`config.mk`:
```
export PLATFORM = sky130hd
export DESIGN_NAME = instr_decoder
export DESIGN_NICKNAME = d
export VERILOG_FILES = /design/src/rtl/instr_decoder_pkg.sv /design/src/rtl/instr_decoder_fields.sv /design/src/rtl/instr_decoder_family.sv /design/src/rtl/instr_decoder_subop.sv /design/src/rtl/instr_decoder.sv
export SDC_FILE = /design/constraint.sdc
export NUM_CORES = 1
export LEC_CHECK = 0
export BUFFER_PORTS_ARGS = -buffer_cell sky130_fd_sc_hd__buf_2
export CORE_ASPECT_RATIO = 0.7
export CORE_MARGIN = 3
export CORE_UTILIZATION = 44
export DETAILED_ROUTE_END_ITERATION = 10
export MAX_ROUTING_LAYER = met4
export PLACE_DENSITY = 0.95
export SLEW_MARGIN = 25
export SYNTH_ARGS = -nofsm -noshare
export SYNTH_HDL_FRONTEND = slang
export SYNTH_SLANG_ARGS = --single-unit
export TNS_END_PERCENT = 100
```
`constraint.sdc`:
```
create_clock -name vclk -period 5.72
set_input_delay 1.144 -clock vclk [all_inputs]
set_output_delay 1.144 -clock vclk [all_outputs]
set_load 0.005 [all_outputs]
```
`src/rtl/instr_decoder_pkg.sv`:
```
package instr_decoder_pkg;

    localparam int OPW  = 4;
    localparam int REGW = 4;
    localparam int IMMW = 16;
    localparam int SUBW = 4;
    localparam int CLSW = 6;
    localparam int REGFORM_SUB_LSB = 0;
    localparam int REGFORM_PAD_LSB = SUBW;

    localparam logic [OPW-1:0] OP_ALUR   = 4'b0000;
    localparam logic [OPW-1:0] OP_CMPR   = 4'b0010;
    localparam logic [OPW-1:0] OP_STORE  = 4'b0101;
    localparam logic [OPW-1:0] OP_BRANCH = 4'b0110;
    localparam logic [OPW-1:0] OP_ALUI   = 4'b1000;
    localparam logic [OPW-1:0] OP_LOAD   = 4'b1001;
    localparam logic [OPW-1:0] OP_CMPI   = 4'b1010;
    localparam logic [OPW-1:0] OP_JUMP   = 4'b1011;

    localparam logic [SUBW-1:0] SUB_MOVHI = 4'b1011;
    localparam logic [SUBW-1:0] SUB_ONLY  = 4'b0000;

    localparam int CLS_ALU = 0;
    localparam int CLS_CMP = 1;
    localparam int CLS_LD  = 2;
    localparam int CLS_ST  = 3;
    localparam int CLS_BR  = 4;
    localparam int CLS_JMP = 5;

    typedef enum logic [3:0] {
        FAM_ALUR,
        FAM_ALUI,
        FAM_CMPR,
        FAM_CMPI,
        FAM_LOAD,
        FAM_STORE,
        FAM_BRANCH,
        FAM_JUMP,
        FAM_NONE
    } fam_e;

    typedef enum logic [1:0] {
        SRC_LOWIMM,
        SRC_RT,
        SRC_RD
    } subsrc_e;

    typedef struct packed {
        logic reg_we;
        logic mem_re;
        logic mem_we;
        logic use_imm;
    } ctl_t;

endpackage

```
`src/rtl/instr_decoder_fields.sv`:
```
module instr_decoder_fields
    import instr_decoder_pkg::*;
#(
    parameter int XLEN = 32
) (
    input  logic [XLEN-1:0] word_i,
    output logic [OPW-1:0]  op_o,
    output logic [REGW-1:0] rd_o,
    output logic [REGW-1:0] rs_o,
    output logic [REGW-1:0] rt_o,
    output logic [SUBW-1:0] low_sub_o,
    output logic            pad_zero_o,
    output logic [XLEN-1:0] sext_o,
    output logic [XLEN-1:0] high_o
);
    localparam int OP_LSB = XLEN - OPW;
    localparam int RD_LSB = OP_LSB - REGW;
    localparam int RS_LSB = RD_LSB - REGW;
    localparam int RT_LSB = RS_LSB - REGW;
    localparam int EXTW   = XLEN - IMMW;

    logic [IMMW-1:0] imm16;

    assign op_o      = word_i[OP_LSB +: OPW];
    assign rd_o      = word_i[RD_LSB +: REGW];
    assign rs_o      = word_i[RS_LSB +: REGW];
    assign rt_o      = word_i[RT_LSB +: REGW];
    assign imm16     = word_i[IMMW-1:0];
    assign low_sub_o = imm16[REGFORM_SUB_LSB +: SUBW];
    assign pad_zero_o = (imm16[IMMW-1:REGFORM_PAD_LSB] == '0);

    generate
        if (EXTW > 0) begin : g_wide
            assign sext_o = {{EXTW{imm16[IMMW-1]}}, imm16};
            assign high_o = {imm16, {EXTW{1'b0}}};
        end else begin : g_narrow
            assign sext_o = imm16[XLEN-1:0];
            assign high_o = imm16[XLEN-1:0];
        end
    endgenerate

endmodule

```
`src/rtl/instr_decoder_family.sv`:
```
module instr_decoder_family
    import instr_decoder_pkg::*;
(
    input  logic [OPW-1:0] op_i,
    output fam_e           fam_o
);
    always_comb begin
        unique case (op_i)
            OP_ALUR:   fam_o = FAM_ALUR;
            OP_ALUI:   fam_o = FAM_ALUI;
            OP_CMPR:   fam_o = FAM_CMPR;
            OP_CMPI:   fam_o = FAM_CMPI;
            OP_LOAD:   fam_o = FAM_LOAD;
            OP_STORE:  fam_o = FAM_STORE;
            OP_BRANCH: fam_o = FAM_BRANCH;
            OP_JUMP:   fam_o = FAM_JUMP;
            default:   fam_o = FAM_NONE;
        endcase
    end
endmodule

```
`src/rtl/instr_decoder_subop.sv`:
```
module instr_decoder_subop
    import instr_decoder_pkg::*;
(
    input  fam_e            fam_i,
    input  logic [REGW-1:0] rd_i,
    input  logic [REGW-1:0] rt_i,
    input  logic [SUBW-1:0] low_sub_i,
    input  logic            pad_zero_i,
    output logic [SUBW-1:0] sub_o,
    output logic            legal_o,
    output logic            movhi_o,
    output logic [CLSW-1:0] cls_o,
    output ctl_t            ctl_o
);
    subsrc_e         src;
    logic [SUBW-1:0] code;
    logic            code_ok;
    logic [CLSW-1:0] cls_raw;
    ctl_t            ctl_raw;

    function automatic logic alu_ok(input logic [SUBW-1:0] c, input logic imm_form);
        unique case (c)
            4'b0000, 4'b0001, 4'b0100, 4'b0101,
            4'b0110, 4'b1100, 4'b1101, 4'b1110: alu_ok = 1'b1;
            SUB_MOVHI:                          alu_ok = imm_form;
            default:                            alu_ok = 1'b0;
        endcase
    endfunction

    function automatic logic cond_ok(input logic [SUBW-1:0] c);
        unique case (c)
            4'b0000, 4'b0001, 4'b0010, 4'b0011,
            4'b1000, 4'b1001, 4'b1010, 4'b1011: cond_ok = 1'b1;
            default:                            cond_ok = 1'b0;
        endcase
    endfunction

    // Which field holds the secondary code for each family
    always_comb begin
        unique case (fam_i)
            FAM_ALUR, FAM_CMPR:                      src = SRC_LOWIMM;
            FAM_STORE, FAM_BRANCH:                   src = SRC_RD;
            default:                                 src = SRC_RT;
        endcase
    end

    always_comb begin
        unique case (src)
            SRC_LOWIMM: code = low_sub_i;
            SRC_RD:     code = rd_i;
            default:    code = rt_i;
        endcase
    end

    // Per-family legality, class and controls
    always_comb begin
        cls_raw = '0;
        ctl_raw = '0;
        code_ok = 1'b0;
        unique case (fam_i)
            FAM_ALUR: begin
                code_ok          = alu_ok(code, 1'b0) && pad_zero_i;
                cls_raw[CLS_ALU] = 1'b1;
                ctl_raw.reg_we   = 1'b1;
            end
            FAM_ALUI: begin
                code_ok          = alu_ok(code, 1'b1);
                cls_raw[CLS_ALU] = 1'b1;
                ctl_raw.reg_we   = 1'b1;
                ctl_raw.use_imm  = 1'b1;
            end
            FAM_CMPR: begin
                code_ok          = cond_ok(code) && pad_zero_i;
                cls_raw[CLS_CMP] = 1'b1;
                ctl_raw.reg_we   = 1'b1;
            end
            FAM_CMPI: begin
                code_ok          = cond_ok(code);
                cls_raw[CLS_CMP] = 1'b1;
                ctl_raw.reg_we   = 1'b1;
                ctl_raw.use_imm  = 1'b1;
            end
            FAM_LOAD: begin
                code_ok          = (code == SUB_ONLY);
                cls_raw[CLS_LD]  = 1'b1;
                ctl_raw.reg_we   = 1'b1;
                ctl_raw.mem_re   = 1'b1;
                ctl_raw.use_imm  = 1'b1;
            end
            FAM_STORE: begin
                code_ok          = (code == SUB_ONLY);
                cls_raw[CLS_ST]  = 1'b1;
                ctl_raw.mem_we   = 1'b1;
                ctl_raw.use_imm  = 1'b1;
            end
            FAM_BRANCH: begin
                code_ok          = cond_ok(code);
                cls_raw[CLS_BR]  = 1'b1;
            end
            FAM_JUMP: begin
                code_ok          = (code == SUB_ONLY);
                cls_raw[CLS_JMP] = 1'b1;
                ctl_raw.reg_we   = 1'b1;
                ctl_raw.use_imm  = 1'b1;
            end
            default: begin
                code_ok = 1'b0;
            end
        endcase
    end

    assign legal_o = code_ok;
    assign movhi_o = code_ok && (fam_i == FAM_ALUI) && (code == SUB_MOVHI);
    assign sub_o   = code_ok ? code : '0;
    assign cls_o   = code_ok ? cls_raw : '0;
    assign ctl_o   = code_ok ? ctl_raw : '0;

endmodule

```
`src/rtl/instr_decoder.sv`:
```
module instr_decoder
    import instr_decoder_pkg::*;
#(
    parameter int XLEN = 32
) (
    input  logic [XLEN-1:0] instr_i,
    output logic [REGW-1:0] rd_o,
    output logic [REGW-1:0] rs_o,
    output logic [REGW-1:0] rt_o,
    output logic [XLEN-1:0] imm_o,
    output logic [CLSW-1:0] cls_o,
    output logic [SUBW-1:0] sub_o,
    output logic            reg_we_o,
    output logic            mem_re_o,
    output logic            mem_we_o,
    output logic            use_imm_o,
    output logic            bad_o
);
    logic [OPW-1:0]  op;
    logic [SUBW-1:0] low_sub;
    logic            pad_zero;
    logic [XLEN-1:0] sext_imm;
    logic [XLEN-1:0] high_imm;
    fam_e            fam;
    logic            legal;
    logic            movhi;
    ctl_t            ctl;

    instr_decoder_fields #(.XLEN(XLEN)) u_fields (
        .word_i     (instr_i),
        .op_o       (op),
        .rd_o       (rd_o),
        .rs_o       (rs_o),
        .rt_o       (rt_o),
        .low_sub_o  (low_sub),
        .pad_zero_o (pad_zero),
        .sext_o     (sext_imm),
        .high_o     (high_imm)
    );

    instr_decoder_family u_family (
        .op_i  (op),
        .fam_o (fam)
    );

    instr_decoder_subop u_subop (
        .fam_i      (fam),
        .rd_i       (rd_o),
        .rt_i       (rt_o),
        .low_sub_i  (low_sub),
        .pad_zero_i (pad_zero),
        .sub_o      (sub_o),
        .legal_o    (legal),
        .movhi_o    (movhi),
        .cls_o      (cls_o),
        .ctl_o      (ctl)
    );

    assign imm_o     = movhi ? high_imm : sext_imm;
    assign bad_o     = !legal;
    assign reg_we_o  = ctl.reg_we;
    assign mem_re_o  = ctl.mem_re;
    assign mem_we_o  = ctl.mem_we;
    assign use_imm_o = ctl.use_imm;

endmodule

```
-- Word-level counts from Yosys, hierarchy flattened
Memory sizes are Yosys's and may differ from the RTL's.
Cells that the tools add are included.
- bits in registers: 0
- bits in read-only memories: 144
- bits of input ports: 32
- output and inout port bits: 59
- word-level logic and storage cells: 48
- memories kept: 6
- eq/ne operators: 9
- muxes and demuxes: 17
- reduce and logical (&&, ||, !) cells: 16
- memory list (name ; depth ; bits a word ; rd ports ; clocked after Yosys merged registers in ; write ports ; line ; RTL):
    (name not given) ; 16 ; 4 ; 1 ; 0 ; 0 ; instr_decoder_family.sv:8 ; unique case (op_i)
    (name not given) ; 16 ; 1 ; 1 ; 0 ; 0 ; instr_decoder_subop.sv:22 ; unique case (c)
    (name not given) ; 16 ; 1 ; 1 ; 0 ; 0 ; instr_decoder_subop.sv:22 ;
    (name not given) ; 16 ; 1 ; 1 ; 0 ; 0 ; instr_decoder_subop.sv:31 ; unique case (c)
    (name not given) ; 16 ; 1 ; 1 ; 0 ; 0 ; instr_decoder_subop.sv:31 ;
    (name not given) ; 16 ; 1 ; 1 ; 0 ; 0 ; instr_decoder_subop.sv:31 ;
- operator list (kind ; number):
    two-way mux 31 bit ; 1
    equality test 4 x 3 -> 1 bit (second input constant) ; 4
    zero test 12 bit ; 1
    two-way mux 1 bit ; 10
    equality test 4 x 2 -> 1 bit (second input constant) ; 2
    zero test 4 bit ; 2
    two-way mux 4 bit ; 2
    case mux 4 bit (2 select lines) ; 1
    OR reduction 2 bit ; 4
    two-way mux 6 bit ; 1
    case mux 1 bit (6 select lines) ; 1
    OR reduction 6 bit ; 1
    OR reduction 5 bit ; 1
    equality test 4 x 1 -> 1 bit (second input constant) ; 1
    equality test 4 bit (second input constant) ; 1
    logical AND 1 bit ; 4
    case mux 2 bit (2 select lines) ; 1
    OR reduction 3 bit ; 1
    equality test 2 bit (second input constant) ; 1
    zero test 2 bit ; 1
    zero test 1 bit ; 1

-- Longest topological paths before layout
An unclocked memory read counts as a cell.
- depth after elaboration: 13
- gate-level depth with buffers: 12
- gate-level depth less buffers: 9

-- Modules after synthesis
From an unflattened synthesis, not the netlist that was laid out.
- cells, all modules: 233
- area, all modules: 1983.2 um^2
- by module, submodules not included (module ; instances ; cells each ; area each (um^2) ; seq. area each (um^2)):
    instr_decoder_subop ; 1 ; 93 ; 678.2 ; 0.0
    instr_decoder_fields ; 1 ; 89 ; 659.4 ; 0.0
    instr_decoder ; 1 ; 37 ; 548.0 ; 0.0
    instr_decoder_family ; 1 ; 14 ; 97.6 ; 0.0

-- Worst setup path after synthesis
Ideal clock, no wire load.
- kind: input to output
- from: input port instr_i[28]
- to: output port cls_o[3]
- arrival: 3.610 ns
- required time: 4.576 ns
- path slack: 0.966 ns
- stages on the path: 12
- path buffers: 3
- cell sequence: inv_1 > ha_1 > nand4bb_1 > a211o_1 > and4_1 > o221a_1 > buf_6 > o32a_1 > a21boi_4 > buf_6 > a21oi_1 > buf_4
- longest elaborated chain between the ends: 11
- elaborated cells between the ends (all ways): 29
- classes of those cells: eq/ne (8); mux (7); reduce/logical (8); memory (6)
- RTL lines (item ; line ; RTL):
    start, declared ; instr_decoder.sv:6 ; input logic [XLEN-1:0] instr_i,
    memory read (16 x 4 bit) (*) ; -- ;
    equality test 4 x 3 -> 1 bit (tied with other cells) ; instr_decoder_subop.sv:40, instr_decoder_subop.sv:60 ;
    OR reduction 2 bit ; instr_decoder_subop.sv:40 ; unique case (fam_i)
    case mux 2 bit (2 select lines) ; instr_decoder_subop.sv:40 ;
    equality test 2 bit / zero test 2 bit (equally long branches) ; instr_decoder_subop.sv:48 ; unique case (src)
    case mux 4 bit (2 select lines) ; instr_decoder_subop.sv:48 ;
    memory read (16 x 1 bit), on equally long branches ; -- ;
    two-way mux 1 bit ; instr_decoder_subop.sv:60 ; unique case (fam_i)
    logical AND 1 bit, on equally long branches ; instr_decoder_subop.sv:73, instr_decoder_subop.sv:62 ;
    case mux 1 bit (6 select lines) ; instr_decoder_subop.sv:60 ;
    two-way mux 6 bit (*) ; instr_decoder_subop.sv:115 ; assign cls_o = code_ok ? cls_raw : '0;
    end, declared ; instr_decoder.sv:11 ; output logic [CLSW-1:0] cls_o,
Mark *: on every way between the ends. The rest lies on a longest branch, timed or not. The select of a mux whose other input is x is not followed.

-- Worst setup path in the final report
- from: input port instr_i[28]
- to: output port cls_o[5]
Same word-level chain as after synthesis.

==> flow_metrics.py <==
metrics = {
    "drt": {
        "drt_first_pass_iters": 4,
        "routed_wl_um": 3700,
        "routed_via_density": 5.80,
        "vias": 1525,
        "wl_met1_um": 1640,
        "detail_route.iter0.violations": 130,
        "met3_length_um": 384,
        "drc": 0,
        "top_layer_used": "met4",
        "wire_per_inst_um": 14.1,
        "wl_met2_um": 1650,
        "ant_nets": 0,
    },
    "timing": {
        "clock.fmax_mhz": 192,
        "timing.hold.ws_ps": 2290,
        "hold_violations": 0,
        "slew_headroom_pct": 68.2,
        "rsz0062_at_grt": "false",
        "worst_pin_slew_ps": 473,
        "slew_violations": 0,
        "final.setup.tns_ps": 0,
        "period_share_pct": 90.9,
        "finalWorstPathRequiredPeriod_ps": 5200,
        "setup-violations-final": 0,
    },
    "finish": {
        "area.sequential_um2": 0,
        "final_core_util_pct": 62.6,
        "nClkBuffers": 0,
        "fin_nets": 268,
        "design.seq.count": 0,
        "n_antenna_cell": 0,
        "layout_common_cells": "buf_2 (83), inv_1 (21), o21ai_0 (19)",
        "final_common_cell": "buf_2",
        "drive_above_1_share_pct": 43.7,
        "final_cells": 263,
        "syn2layout_area_growth_pct": 29.1,
    },
    "run": {
        "drv_cap": 0,
    },
    "synthesis": {
        "synth_top_family_by_area": "compound AO/OA/AOI/OAI gates",
        "netlist_area_um2": 1100,
        "ys_warn_count": 0,
        "netlist_top_cells_area": "buf_4 (11%), a31oi_1 (9.7%), o21ai_0 (8.7%), inv_1 (7.2%), a21oi_2 (4.8%)",
        "yosysSeqAreaShare_pct": 0,
        "synth_cell_types": 50,
        "synth_fp_nets": 204,
        "synthSimpleGateAreaFrac_pct": 24.2,
        "synth-compound-area-share_pct": 47.4,
        "synth_xor_area_share_pct": 1.60,
        "syn_area_per_cell_um2": 6.49,
        "synthMuxAreaShare_pct": 0,
        "syn_inst": 169,
        "synth_top_area_share_pct": 11.0,
        "synth_top_area_cell": "buf_4",
        "synth_adder_area_share_pct": 3.42,
    },
    "global_routing": {
        "antenna_found_initial": 0,
        "grt_usage_pct": 22.3,
        "grt_overflow": 0,
        "grt_max_degree": 18,
        "grt_pass1_wl_um": 5460,
        "grt_pass1_vias": 1147,
    },
    "cts": {
        "post-cts-setup-buffers": 0,
        "cts_hold_buffers": 0,
        "cts_resized": 0,
    },
    "die": {
        "dieWidth_um": 65.7,
        "dieArea_um2": 3140,
        "top_level_ports": 91,
        "core.rowCount": 14,
        "dieHeight_um": 47.8,
        "core_um2": 2260,
        "initial_core_util_pct": 48.5,
    },
    "min_path": {
        "hold_class": "in2out",
    },
    "outcome": {
        "status": "finished, final reports clean",
    },
    "power": {
        "power_leakage_nw": 0.745,
        "ir_drop_mv": 0.0304,
        "p_per_area_nw_per_um2": 73.0,
    },
    "placement": {
        "gp_congestion": 1.04,
        "placedCellCount": 263,
        "dp_hpwl_um": 3070,
        "port_buffers": 83,
    },
    "worst_setup_path": {
        "critPathKind": "in2out",
        "path_max_fanout": 13,
        "critPathCaptureType": "primary output",
        "worstPathArrival_ps": 4060,
        "cp-start-kind": "input pin",
        "crit_required_ps": 4580,
    },
}
-- per-layer routing --
layer / vias to the layer above / global-route usage, %
li1: 752 / -
met1: 670 / 34.3
met2: 99 / 33.1
met3: 4 / 0.704
met4: 0 / 2.07
met5: - / -
-- critical path, cell delays in order --
cell       delay, ps
buf_2            180
inv_1             80
ha_1             310
nand4bb_1        280
a211o_1          430
o221ai_1         410
nor2_1           150
o32a_1           360
a21boi_4         200
a221oi_1         330
buf_2            180
-- final cells by class --
| type | count | area, um2 |
|---|---|---|
| timing repair buffer | 88 | 453 |
| fill | 212 | 845 |
| tap | 32 | 40.0 |
| multi-input combinational | 121 | 840 |
| inverter | 22 | 82.6 |
-- cell families after synthesis --
logic type,Yosys count
AOI/OAI and AO/OA,73
buffers and inverters,48
adders and majority gates,3
and+or+nand+nor,43
xor gates and xnor gates,2
-- path summary, 6_finish.rpt --
path                  cells after the start  endpoint         from
worst max-delay path                     11  cls_o[5]  instr_i[28]
worst min-delay path                      0   rs_o[0]  instr_i[20]
-- Yosys cell counts (3+ instances only) --
| master | count |
|---|---|
| nand2_1 | 7 |
| ha_1 | 3 |
| nor2_1 | 7 |
| inv_1 | 21 |
| o221ai_1 | 3 |
| nand3_1 | 3 |
| a31oi_1 | 17 |
| o22ai_1 | 4 |
| o21ai_0 | 19 |
| buf_4 | 16 |
| a21oi_1 | 3 |
| clkbuf_1 | 6 |
| a21oi_2 | 6 |
| nor3_1 | 3 |
| nor4_1 | 4 |
| nor2b_1 | 3 |
-- per-stage QoR --
stage	total power (W)	setup WS [ps]	area (um2)
after floorplan	0.0000677	966	1100
after global placement	0.0000996	713	1420
after detailed placement	0.000101	597	1420
after CTS	0.000102	583	1420
after global routing	0.000114	311	1420
final	0.000103	520	1420
-- where the power goes --
part           internal [W]  switching (W)  total (W)
clock                     0              0          0
combinational     0.0000434      0.0000598   0.000103
sequential                0              0          0
total             0.0000434      0.0000598   0.000103
(Power assumes the default switching activity.)
